===== config.mk =====
export PLATFORM = sky130hd
export DESIGN_NAME = txcmd_packer
export DESIGN_NICKNAME = d
export VERILOG_FILES = /design/src/rtl/txcmd_pkg.sv /design/src/rtl/txcmd_lanes.sv /design/src/rtl/txcmd_parser.sv /design/src/rtl/txcmd_stat.sv /design/src/rtl/txcmd_packer.sv
export SDC_FILE = /design/constraint.sdc
export NUM_CORES = 1
export LEC_CHECK = 0
export ABC_CLOCK_PERIOD_IN_PS = 6780
export BUFFER_PORTS_ARGS = -buffer_cell sky130_fd_sc_hd__clkbuf_2
export CAP_MARGIN = 20
export CORE_MARGIN = 3
export CORE_UTILIZATION = 52
export DETAILED_ROUTE_END_ITERATION = 10
export PLACE_DENSITY_LB_ADDON = 0.3
export SETUP_SLACK_MARGIN = 0.15
export SKIP_LAST_GASP = 1
export SLEW_MARGIN = 20
export SYNTH_ARGS = -nofsm -noshare
export SYNTH_HDL_FRONTEND = slang
export SYNTH_HIERARCHICAL = 1
export SYNTH_SLANG_ARGS = --single-unit

===== constraint.sdc =====
create_clock -name clk -period 6.78 [get_ports clk]
set_clock_uncertainty 0.2 [all_clocks]
set_input_delay 1.356 -clock clk [delete_from_list [all_inputs] [get_ports clk]]
set_output_delay 1.356 -clock clk [all_outputs]
set_load 0.02 [all_outputs]

===== src/rtl/txcmd_pkg.sv =====
package txcmd_pkg;

    typedef enum logic [1:0] {
        ST_IDLE = 2'd0,
        ST_CMDB = 2'd1,
        ST_DATA = 2'd2
    } prs_state_e;

    localparam logic [31:0] CMDA_KEEP = 32'h831F_37FF;

    typedef struct packed {
        logic        ioc;
        logic [1:0]  pad_mode;
        logic [4:0]  start_off;
        logic        first_seg;
        logic        last_seg;
        logic [10:0] byte_cnt;
    } cmda_t;

    function automatic cmda_t cmda_decode(input logic [31:0] w);
        cmda_t r;
        r.ioc       = w[31];
        r.pad_mode  = w[25:24];
        r.start_off = w[20:16];
        r.first_seg = w[13];
        r.last_seg  = w[12];
        r.byte_cnt  = w[10:0];
        return r;
    endfunction

    // number of trailing pad words for a buffer
    function automatic logic [2:0] pad_words(input logic [1:0]  mode,
                                             input logic [10:0] cnt,
                                             input logic [4:0]  off);
        logic [12:0] words;
        logic [12:0] neg;
        words = ({2'b00, cnt} + {8'd0, off} + 13'd3) >> 2;
        neg   = 13'd0 - words;
        case (mode)
            2'b01:   return {1'b0, neg[1:0]};
            2'b10:   return neg[2:0];
            default: return 3'd0;
        endcase
    endfunction

endpackage


===== src/rtl/txcmd_lanes.sv =====
module txcmd_lanes (
    input  logic [31:0] word_i,
    input  logic [1:0]  drop_i,
    input  logic [10:0] remain_i,
    output logic [31:0] data_o,
    output logic [2:0]  take_o
);
    localparam int LANES = 4;

    logic [12:0] avail;
    logic [2:0]  total;
    logic [31:0] shifted;

    always_comb begin
        avail   = {2'b00, remain_i} + {11'd0, drop_i};
        total   = (avail >= 13'd4) ? 3'd4 : avail[2:0];
        take_o  = total - {1'b0, drop_i};
        shifted = word_i >> {drop_i, 3'b000};
    end

    for (genvar g = 0; g < LANES; g++) begin : g_lane
        assign data_o[8*g +: 8] = (3'(g) < take_o) ? shifted[8*g +: 8] : 8'h00;
    end

endmodule


===== src/rtl/txcmd_parser.sv =====
module txcmd_parser
    import txcmd_pkg::*;
#(
    parameter int DATA_WORDS = 4608
) (
    input  logic        clk,
    input  logic        rst,
    input  logic        clr,
    input  logic        wr_en,
    input  logic [31:0] wr_data,
    output logic        out_valid_o,
    output logic [31:0] out_data_o,
    output logic [2:0]  out_nbytes_o,
    output logic        out_last_o,
    output logic        tx_send_o,
    output logic        tx_ioc_o,
    output logic        ovf_o,
    output logic        send_now_o,
    output logic [15:0] tag_now_o
);
    localparam int UW = $clog2(DATA_WORDS + 1);
    localparam logic [UW-1:0] USED_MAX = UW'(DATA_WORDS);

    prs_state_e  st_q, st_n;
    cmda_t       ca_q, ca_n, hdr_in;
    logic [15:0] tag_q, tag_n;
    logic [10:0] rem_q, rem_n;
    logic [4:0]  off_q, off_n;
    logic [2:0]  pad_q, pad_n;
    logic [UW-1:0] used_q, used_n;
    logic        ovf_q, ovf_n;
    logic        beat_c, last_c, send_c, ioc_c, end_c;
    logic [31:0] lane_data;
    logic [2:0]  lane_take;

    txcmd_lanes u_lanes (
        .word_i   (wr_data),
        .drop_i   (off_q[1:0]),
        .remain_i (rem_q),
        .data_o   (lane_data),
        .take_o   (lane_take)
    );

    assign hdr_in = cmda_decode(wr_data & CMDA_KEEP);

    always_comb begin
        st_n   = st_q;
        ca_n   = ca_q;
        tag_n  = tag_q;
        rem_n  = rem_q;
        off_n  = off_q;
        pad_n  = pad_q;
        used_n = used_q;
        ovf_n  = ovf_q;
        beat_c = 1'b0;
        last_c = 1'b0;
        send_c = 1'b0;
        ioc_c  = 1'b0;
        end_c  = 1'b0;
        if (clr) begin
            st_n   = ST_IDLE;
            ca_n   = '1;
            used_n = '0;
        end else if (wr_en) begin
            if (used_q == USED_MAX) begin
                ovf_n = 1'b1;
            end else begin
                case (st_q)
                    ST_IDLE: begin
                        ca_n   = hdr_in;
                        rem_n  = hdr_in.byte_cnt;
                        off_n  = hdr_in.start_off;
                        used_n = used_q + UW'(1);
                        st_n   = ST_CMDB;
                    end
                    ST_CMDB: begin
                        if (ca_q.first_seg) begin
                            tag_n  = wr_data[31:16];
                            used_n = used_q + UW'(1);
                            pad_n  = pad_words(ca_q.pad_mode, rem_q, off_q);
                        end
                        st_n = ST_DATA;
                    end
                    ST_DATA: begin
                        if (off_q >= 5'd4) begin
                            off_n = off_q - 5'd4;
                        end else begin
                            if (rem_q == 11'd0 && pad_q != 3'd0) begin
                                pad_n = pad_q - 3'd1;
                            end else begin
                                beat_c = 1'b1;
                                rem_n  = rem_q - {8'd0, lane_take};
                                off_n  = 5'd0;
                                used_n = used_q + UW'(1);
                            end
                            end_c = (rem_n == 11'd0) && (pad_n == 3'd0);
                            if (end_c) begin
                                st_n = ST_IDLE;
                                if (ca_q.last_seg) begin
                                    send_c = 1'b1;
                                    used_n = '0;
                                end
                                ioc_c  = ca_q.ioc;
                                last_c = beat_c && ca_q.last_seg;
                            end
                        end
                    end
                    default: st_n = ST_IDLE;
                endcase
            end
        end
    end

    always_ff @(posedge clk) begin
        if (rst) begin
            st_q         <= ST_IDLE;
            ca_q         <= '1;
            tag_q        <= '0;
            rem_q        <= '0;
            off_q        <= '0;
            pad_q        <= '0;
            used_q       <= '0;
            ovf_q        <= 1'b0;
            out_valid_o  <= 1'b0;
            out_data_o   <= '0;
            out_nbytes_o <= '0;
            out_last_o   <= 1'b0;
            tx_send_o    <= 1'b0;
            tx_ioc_o     <= 1'b0;
        end else begin
            st_q         <= st_n;
            ca_q         <= ca_n;
            tag_q        <= tag_n;
            rem_q        <= rem_n;
            off_q        <= off_n;
            pad_q        <= pad_n;
            used_q       <= used_n;
            ovf_q        <= ovf_n;
            out_valid_o  <= beat_c;
            out_data_o   <= beat_c ? lane_data : '0;
            out_nbytes_o <= beat_c ? lane_take : '0;
            out_last_o   <= last_c;
            tx_send_o    <= send_c;
            tx_ioc_o     <= ioc_c;
        end
    end

    assign ovf_o      = ovf_q;
    assign send_now_o = send_c;
    assign tag_now_o  = tag_q;

    // a write at capacity produces nothing and leaves the overflow flag set
    a_r9_full_write_ignored: assert property (@(posedge clk) disable iff (rst)
        (wr_en && !clr && used_q == USED_MAX) |=> (!out_valid_o && !tx_send_o && ovf_o));

    a_r9_used_bounded: assert property (@(posedge clk) disable iff (rst)
        used_q <= USED_MAX);

    a_r4_skip_word_silent: assert property (@(posedge clk) disable iff (rst)
        (wr_en && !clr && st_q == ST_DATA && off_q >= 5'd4 && used_q != USED_MAX)
        |=> (!out_valid_o && !tx_send_o));

    a_r6_pad_word_silent: assert property (@(posedge clk) disable iff (rst)
        (wr_en && !clr && st_q == ST_DATA && off_q < 5'd4 && rem_q == 11'd0 &&
         pad_q != 3'd0 && used_q != USED_MAX) |=> !out_valid_o);

    a_r7_send_returns_idle: assert property (@(posedge clk) disable iff (rst)
        tx_send_o |-> (st_q == ST_IDLE));

    a_r10_clear_idle: assert property (@(posedge clk) disable iff (rst)
        clr |=> (st_q == ST_IDLE && used_q == '0));

endmodule


===== src/rtl/txcmd_stat.sv =====
module txcmd_stat #(
    parameter int DEPTH = 512
) (
    input  logic        clk,
    input  logic        rst,
    input  logic        send_i,
    input  logic [15:0] tag_i,
    input  logic        pop_i,
    output logic        push_o,
    output logic [15:0] tag_o,
    output logic        full_o
);
    localparam int SW = $clog2(DEPTH + 1);
    localparam logic [SW-1:0] OCC_MAX = SW'(DEPTH);

    logic [SW-1:0] occ_q, occ_n;
    logic          room_c, pop_eff, push_c;

    always_comb begin
        room_c  = (occ_q != OCC_MAX);
        pop_eff = pop_i && (occ_q != '0);
        push_c  = send_i && room_c;
        occ_n   = occ_q;
        if (push_c && !pop_eff) occ_n = occ_q + SW'(1);
        else if (!push_c && pop_eff) occ_n = occ_q - SW'(1);
    end

    always_ff @(posedge clk) begin
        if (rst) begin
            occ_q  <= '0;
            push_o <= 1'b0;
            tag_o  <= '0;
            full_o <= 1'b0;
        end else begin
            occ_q  <= occ_n;
            push_o <= push_c;
            tag_o  <= push_c ? tag_i : tag_o;
            if (push_c && occ_n == OCC_MAX) full_o <= 1'b1;
        end
    end

    // no push when the queue was already full before the cycle's pop
    a_r8_full_blocks_push: assert property (@(posedge clk) disable iff (rst)
        (send_i && occ_q == OCC_MAX) |=> !push_o);

    a_r8_occ_bounded: assert property (@(posedge clk) disable iff (rst)
        occ_q <= OCC_MAX);

    a_r8_full_raised: assert property (@(posedge clk) disable iff (rst)
        (send_i && !pop_eff && occ_q == OCC_MAX - SW'(1)) |=> (full_o && push_o));

endmodule


===== src/rtl/txcmd_packer.sv =====
module txcmd_packer #(
    parameter int DATA_WORDS = 4608,
    parameter int STAT_DEPTH = 512
) (
    input  logic        clk,
    input  logic        rst,
    input  logic        clr,
    input  logic        wr_en,
    input  logic [31:0] wr_data,
    input  logic        stat_pop,
    output logic        out_valid,
    output logic [31:0] out_data,
    output logic [2:0]  out_nbytes,
    output logic        out_last,
    output logic        tx_send,
    output logic        tx_ioc,
    output logic        ovf_flag,
    output logic        stat_push,
    output logic [15:0] stat_tag,
    output logic        stat_full
);
    logic        send_now;
    logic [15:0] tag_now;

    txcmd_parser #(.DATA_WORDS(DATA_WORDS)) u_parser (
        .clk          (clk),
        .rst          (rst),
        .clr          (clr),
        .wr_en        (wr_en),
        .wr_data      (wr_data),
        .out_valid_o  (out_valid),
        .out_data_o   (out_data),
        .out_nbytes_o (out_nbytes),
        .out_last_o   (out_last),
        .tx_send_o    (tx_send),
        .tx_ioc_o     (tx_ioc),
        .ovf_o        (ovf_flag),
        .send_now_o   (send_now),
        .tag_now_o    (tag_now)
    );

    txcmd_stat #(.DEPTH(STAT_DEPTH)) u_stat (
        .clk    (clk),
        .rst    (rst),
        .send_i (send_now),
        .tag_i  (tag_now),
        .pop_i  (stat_pop),
        .push_o (stat_push),
        .tag_o  (stat_tag),
        .full_o (stat_full)
    );

    // a send pulse and the status push come from the same accepted word
    a_r7_push_needs_send: assert property (@(posedge clk) disable iff (rst)
        stat_push |-> tx_send);

endmodule


# [Word level (Yosys, flattened, before mapping)]
# Cells that the tools add are included.
[totals] inputBits=37 regBits=123 word_cells=148 out_inout_bits=58
[classes] n_eq_ne=11 n_shift=1 n_lt_le_gt_ge=6 mux=51 bitwise_logic=10 add_sub_neg=11 reduce_logical=34
[op_table] operator="two-way mux 11 bit" count=7
[op_table] operator="two-way mux 13 bit" count=5
[op_table] operator="case mux 13 bit (3 select lines)" count=1
[op_table] operator=">> shifter 32 x 5 -> 32 bit" count=1
[op_table] operator="two-way mux 3 bit" count=9
[op_table] operator="zero test 11 bit" count=2
[op_table] operator="case mux 11 bit (2 select lines)" count=1
[op_table] operator="two-way mux 10 bit" count=2
[op_table] operator="AND reduction 5 bit" count=4
[op_table] operator="two-way mux 1 bit" count=18
[op_table] operator="adder 13 x 1 -> 13 bit, second input constant" count=1
[op_table] operator="equality test 13 bit, second input constant" count=1
[op_table] operator="greater-or-equal comparator 13 x 3 -> 1 bit, second input constant" count=1
[op_table] operator="adder 11 x 2 -> 12 bit" count=1
[op_table] operator="case mux 3 bit (2 select lines)" count=2
[op_table] operator="OR reduction 3 bit" count=4
[op_table] operator="subtractor 11 x 3 -> 11 bit" count=1
[op_table] operator="adder 10 x 1 -> 10 bit, second input constant" count=1
[op_table] operator="equality test 10 bit, second input constant" count=1
[op_table] operator="two-way mux 5 bit" count=2
[op_table] operator="!= test 10 bit, second input constant" count=1
[op_table] operator="inverter 1 bit" count=10
[op_table] operator="case mux 5 bit (2 select lines)" count=1
[op_table] operator="nonzero test 10 bit" count=1
[op_table] operator="28 further kinds" count=46

# [Logic depth before layout (Yosys ltp)]
[logic_depth] word_depth=26 mapped_depth=29 mapped_depth_nobuf=27

# [Cells and area by module]
# Netlist, hierarchy kept.
[modules_own_cells] mod="txcmd_parser" cells_each=515 n_inst=1 area_per_inst_um2=4362.9
[modules_own_cells] mod="txcmd_stat" cells_each=176 n_inst=1 area_per_inst_um2=1407.6
[modules_own_cells] mod="txcmd_lanes" cells_each=149 n_inst=1 area_per_inst_um2=1028.5

# [Least setup slack after synthesis]
# Ideal clock, no wire load.
[synth_timing] kind="reg-to-reg" startpoint="register u_parser.off_q[1]" endpoint="register u_stat.full_o" period_less_slack_ns=6.757 slack_ns=0.023 path_stages_with_launch=27 setup_ns=0.073 required_time_ns=6.507 t_arrival_ns=6.484 cell_sequence="dfxtp_1 > clkbuf_1 > inv_1 > fa_1 > nand4b_1 > nor4_1 > o311ai_0 > or2_2 > fa_1 > xnor2_2 > buf_4 > inv_1 > inv_1 > ha_1 > a21o_1 > or3_1 > a221o_1 > a211oi_2 > nand4_2 > nor2_1 > clkbuf_1 > a21boi_2 > nor3_2 > or3_1 > a211oi_2 > nand4_1 > o22ai_2"
[synth_between] elab_chain_cells=26 word_cells_on_any_way=28 cone_classes="add/sub: 3; order compare: 2; eq/ne: 1; mux: 15; reduce/logical: 7"
[synth_rtl] element="start: declaration" line="txcmd_parser.sv:28" text="logic [4:0] off_q, off_n;"
[synth_rtl] element="start signal: assignment" line="txcmd_parser.sv:135" text="off_q <= off_n;"
[synth_rtl] element="adder 11 x 2 -> 12 bit" line="txcmd_lanes.sv:15" text="avail = {2'b00, remain_i} + {11'd0, drop_i};"
[synth_rtl] element="greater-or-equal comparator 13 x 3 -> 1 bit" line="txcmd_lanes.sv:16" text="total = (avail >= 13'd4) ? 3'd4 : avail[2:0];"
[synth_rtl] element="two-way mux 3 bit" line="txcmd_lanes.sv:16"
[synth_rtl] element="subtractor 3 x 2 -> 3 bit (*)" line="txcmd_lanes.sv:17" text="take_o = total - {1'b0, drop_i};"
[synth_rtl] element="via u_parser.lane_take[2]" line="txcmd_parser.sv:34" text="logic [2:0] lane_take;"
[synth_rtl] element="subtractor 11 x 3 -> 11 bit (*)" line="txcmd_parser.sv:92" text="rem_n = rem_q - {8'd0, lane_take};"
[synth_rtl] element="two-way mux 11 bit (*)" line="txcmd_parser.sv:88" text="if (rem_q == 11'd0 && pad_q != 3'd0) begin"
[synth_rtl] element="two-way mux 11 bit (*)" line="txcmd_parser.sv:85" text="if (off_q >= 5'd4) begin"
[synth_rtl] element="[... 12 more ...]"
[synth_rtl] element="via send_now" line="txcmd_packer.sv:22" text="logic send_now;"
[synth_rtl] element="logical AND 1 bit (*)" line="txcmd_stat.sv:22" text="push_c = send_i && room_c;"
[synth_rtl] element="zero test 1 bit" line="txcmd_stat.sv:25" text="else if (!push_c && pop_eff) occ_n = occ_q - SW'(1);"
[synth_rtl] element="logical AND 1 bit" line="txcmd_stat.sv:25"
[synth_rtl] element="two-way mux 10 bit" line="txcmd_stat.sv:25"
[synth_rtl] element="two-way mux 10 bit" line="txcmd_stat.sv:24" text="if (push_c && !pop_eff) occ_n = occ_q + SW'(1);"
[synth_rtl] element="equality test 10 bit" line="txcmd_stat.sv:38" text="if (push_c && occ_n == OCC_MAX) full_o <= 1'b1;"
[synth_rtl] element="logical AND 1 bit (*)" line="txcmd_stat.sv:38"
[synth_rtl] element="end signal: assignment" line="txcmd_stat.sv:33" text="full_o <= 1'b0;"
[synth_rtl] element="end signal: assignment" line="txcmd_stat.sv:38"
[synth_rtl] element="end: declaration" line="txcmd_stat.sv:11" text="output logic full_o"
# Mark *: on every way through the listed nets, which the timed path passes. The rest lies on a longest branch. The select of a mux whose other input is x is not followed.
# A chain may end at the register's enable or synchronous reset.

# [Worst setup path in the final report]
[layout_timing] startpoint="register u_parser.rem_q[0]" endpoint="register u_stat.full_o"
[layout_between] elab_chain_cells=26 word_cells_on_any_way=36 cone_classes="add/sub: 3; order compare: 1; eq/ne: 1; mux: 21; reduce/logical: 10"
[layout_rtl] element="start: declaration" line="txcmd_parser.sv:27" text="logic [10:0] rem_q, rem_n;"
[layout_rtl] element="start signal: assignment" line="txcmd_parser.sv:134" text="rem_q <= rem_n;"
[layout_rtl] element="adder 11 x 2 -> 12 bit (*)" line="txcmd_lanes.sv:15"
[layout_rtl] element="greater-or-equal comparator 13 x 3 -> 1 bit" line="txcmd_lanes.sv:16"
[layout_rtl] element="two-way mux 3 bit (*)" line="txcmd_lanes.sv:16"
[layout_rtl] element="subtractor 3 x 2 -> 3 bit (*)" line="txcmd_lanes.sv:17"
[layout_rtl] element="via u_parser.lane_take[1]" line="txcmd_parser.sv:34"
[layout_rtl] element="subtractor 11 x 3 -> 11 bit (*)" line="txcmd_parser.sv:92"
[layout_rtl] element="two-way mux 11 bit (*)" line="txcmd_parser.sv:88"
[layout_rtl] element="two-way mux 11 bit (*)" line="txcmd_parser.sv:85"
[layout_rtl] element="[... 12 more ...]"
[layout_rtl] element="via send_now" line="txcmd_packer.sv:22"
[layout_rtl] element="logical AND 1 bit (*)" line="txcmd_stat.sv:22"
[layout_rtl] element="zero test 1 bit" line="txcmd_stat.sv:25"
[layout_rtl] element="logical AND 1 bit" line="txcmd_stat.sv:25"
[layout_rtl] element="two-way mux 10 bit" line="txcmd_stat.sv:25"
[layout_rtl] element="two-way mux 10 bit" line="txcmd_stat.sv:24"
[layout_rtl] element="equality test 10 bit" line="txcmd_stat.sv:38"
[layout_rtl] element="logical AND 1 bit (*)" line="txcmd_stat.sv:38"
# Marks and branches as above.

==> out/metrics.yaml <==
synth:
  yosys.cell_types.count: 79
  yosysTopAreaCell: "dfxtp_1"
  yosys_warnings: 6
  synth_enable_flop_cells: 0
  ys.flop_type: "dfxtp_1"
  synth_nets: 902
  netlist_area_um2: 6800
  yosys_register_bits: 123
  synthArstFlopShare: 0
  syn_avg_cell_area_um2: 8.09
  synthCells: 840
  synth.yosys.seq_area_share: 0.362
  synth.top_cell.area_share: 0.362
  synth_area_leaders: "dfxtp_1 36%, nand2_1 6.5%, a21oi_1 5.7%, nor2_1 4.2%, and3_1 4.0%"
placement:
  place_inst: 1068
  hpwl_um: 13100
  place_congestion: 0.948
  io_buffers: 94
  placed_area_um2: 7390
critical_path:
  end_kind: "flip-flop"
  crit_required_ns: 6.92
  crit_fanout: 9
  crit_arrival_ns: 6.41
  cp-start-kind: "flip-flop"
  crit_type: "reg -> reg"
clock_tree:
  cts_buffers: 17
  cts.sinks: 123
  clock_latency_ns: 0.42
  cts_root_buf: "clkbuf_16"
  clock_path_buffers: 2
  clk_pin_slew_ns: 0.06
  cts_tree: "yes"
  cts_htree_levels: 4
timing:
  slew_violations: 0
  tightest_slew_ns: 1.10
  period_needed_ns: 6.27
  min_period_over_period: 0.924
  fin_tns_setup_ns: 0
  maxSlewHeadroom: 0.263
  whs_ns: 0.242
  rsz0062_at_grt: "no"
  finalHoldViolations: 0
  finalSetupViolCount: 0
  fmax_mhz: 160
die:
  fp-row-count: 41
  die_area_um2: 14500
  core_um2: 12700
  dieWidth_um: 120
  start_util: 0.534
  die_y_um: 120
  io_pins: 95
power:
  switchingPower_uw: 786
  power_uw: 2280
  power_frac_clock: 0.359
  power.internal_uw: 1490
  peakVddDrop_uv: 198
  p_comb_frac: 0.278
  swShare: 0.345
  p_leak_uw: 0.00331
  seq_power_share: 0.363
  powerDensity_nw_per_um2: 284
cells_and_area:
  final_common_cell: "dfxtp_1"
  fin_cells: 1102
  final_cell_area_um2: 8010
  num-fill-cells: 1178
  antennaDiodeCount: 0
  drive_gt1_frac: 0.198
  nets: 980
  areaGrowthSynthToFinish_pct: 17.8
  final_cell_mix: "121 x dfxtp_1, 116 x nand2_1, 94 x clkbuf_2"
route:
  route.detailed.drc: 0
  viasPerCell: 5.91
  drtAntennaViolNets: 0
  drt_iter0_drc: 624
  vias: 6512
  routed_wl_um: 18900
  wl_per_cell_um: 17.1
  first_pass_iters: 5
global_route:
  grt_use_total: 0.264
  grt_most_used_layer: "met2"
  grt_use_met1: 0.368
  grt_pass1_wl_um: 30800
  grt_use_met2: 0.404
  antenna_found_initial: 1
  use_met3: 0.0571
  grt_start_max_net_pins: 44
  overflow: 0
  grt_pass1_vias: 6068
flow_run:
  drv_cap: 0
worst_hold_path:
  hold_path_class: "reg -> reg"
status:
  status: "finished, final reports clean"
## path summary, 6_finish.rpt
kind	start	end	slack, ns	depth (start not counted)
setup / recovery	u_parser/rem_q[0]	u_stat/full_o	0.51	24
hold reg to reg	u_parser/ca_q[20]	u_parser/tx_ioc_o	0.24	2
hold / removal	u_parser/ca_q[20]	u_parser/tx_ioc_o	0.24	2
setup reg to reg	u_parser/rem_q[0]	u_stat/full_o	0.51	24
## state kept, by name (all words and copies together) (netlist names), 2 cells and up
| register | count |
|---|---|
| u_parser/rem_q | 11 |
| u_parser/out_data_o | 32 |
| u_stat/tag_o | 16 |
| u_stat/occ_q | 10 |
| u_parser/out_nbytes_o | 3 |
| u_parser/pad_q | 3 |
| u_parser/used_q | 13 |
| u_parser/ca_q | 5 |
| u_parser/tag_now_o | 16 |
| u_parser/st_q | 2 |
| u_parser/off_q | 5 |
## power by group through the flow
stage          Clock (uW)  Combinational, uW  Sequential [uW]
2_1_floorplan           0                488              810
5_1_grt               865                697              832
3_3_place_gp            0                588              838
3_5_place_dp            0                593              837
4_1_cts               830                602              823
6_report              818                633              826
## per-stage QoR
stage                     setup slack [ns]  utilization
after global placement               0.304        0.581
after global routing                 0.112        0.630
after floorplan                      0.169            -
final                                0.514        0.630
after detailed placement             0.170        0.581
after CTS                            0.168        0.624
## per-layer routing
| layer | wire, um | part of all wire | up-vias |
|---|---|---|---|
| met5 | 13 | 0.00069 | - |
| met4 | 382 | 0.020 | 2 |
| met3 | 1310 | 0.070 | 40 |
| met2 | 8590 | 0.46 | 262 |
| met1 | 8570 | 0.45 | 3060 |
| li1 | - | - | 3148 |
## critical path, stage by stage, from the launching register on
cell and delay (ns):
dfxtp_2 0.39, ha_1 0.21, inv_1 0.06, fa_1 0.41, nand4b_1 0.29, nor4_4 0.35
o311ai_0 0.12, or2_2 0.32, fa_2 0.46, inv_1 0.10, inv_1 0.10, fa_2 0.40
a21o_1 0.22, or3_1 0.33, a221o_1 0.40, a211oi_4 0.24, nand4_4 0.20, nor2_4 0.17
buf_4 0.18, nand4_1 0.11, nor3_2 0.30, a41oi_1 0.17, xor2_1 0.23, nand4b_1 0.14
o22ai_2 0.10
## logic make-up (layout without fill, tap and decap cells)
logic type | after synthesis | count (layout) | share of synthesized area
DFF | 123 | 123 | 0.362
adders and majority gates | 25 | 25 | 0.0504
buffers and inverters | 87 | 177 | 0.0517
xor gates and xnor gates | 25 | 25 | 0.0333
AOI/OAI and AO/OA | 194 | 194 | 0.195
and+or+nand+nor | 362 | 362 | 0.270
muxes | 24 | 24 | 0.0379
## layout make-up
type,count,area [um^2],share of cell area
multi-input cells,630,4070,0.508
repair buffers,110,591,0.0737
clock inverters,12,91.3,0.0114
clock buffers,19,443,0.0553
flip-flops and latches,123,2460,0.308
well taps,172,215,0.0269
inverters,36,135,0.0169
## synth_stat cells (3+ instances only)
library cell  instances
a211oi_1             22
a211oi_2             10
a21o_1                5
a21oi_1              78
a221oi_1              5
a22oi_1               3
a311oi_1              3
a31oi_1               4
a41oi_1               3
and2_1                5
and3_1               44
and3b_1               3
buf_1                 3
clkbuf_1             42
dfxtp_1             123
fa_1                  4
ha_1                 21
inv_1                35
mux2i_1              21
nand2_1             117
nand2b_1              3
nand3_1              11
nand4_1              13
nand4b_1              3
nor2_1               76
nor2b_1              16
nor3_1               27
nor4_1                8
nor4b_1               4
o211ai_1              4
o21a_1                5
o21ai_0              19
o22ai_1               8
o31ai_1               3
o32ai_1               3
or2_2                 3
or3_1                10
xnor2_1               9
xor2_1               15
## what timing repair did
item | 4_1_cts | 5_1_grt
hold buffers | 0 | 0
endpoints found under the setup margin | 1 | 27
pin swaps | 1 | 7
setup buffers | 1 | 2
gates resized for setup | 1 | 13
Power figures use the tool's default switching activity.
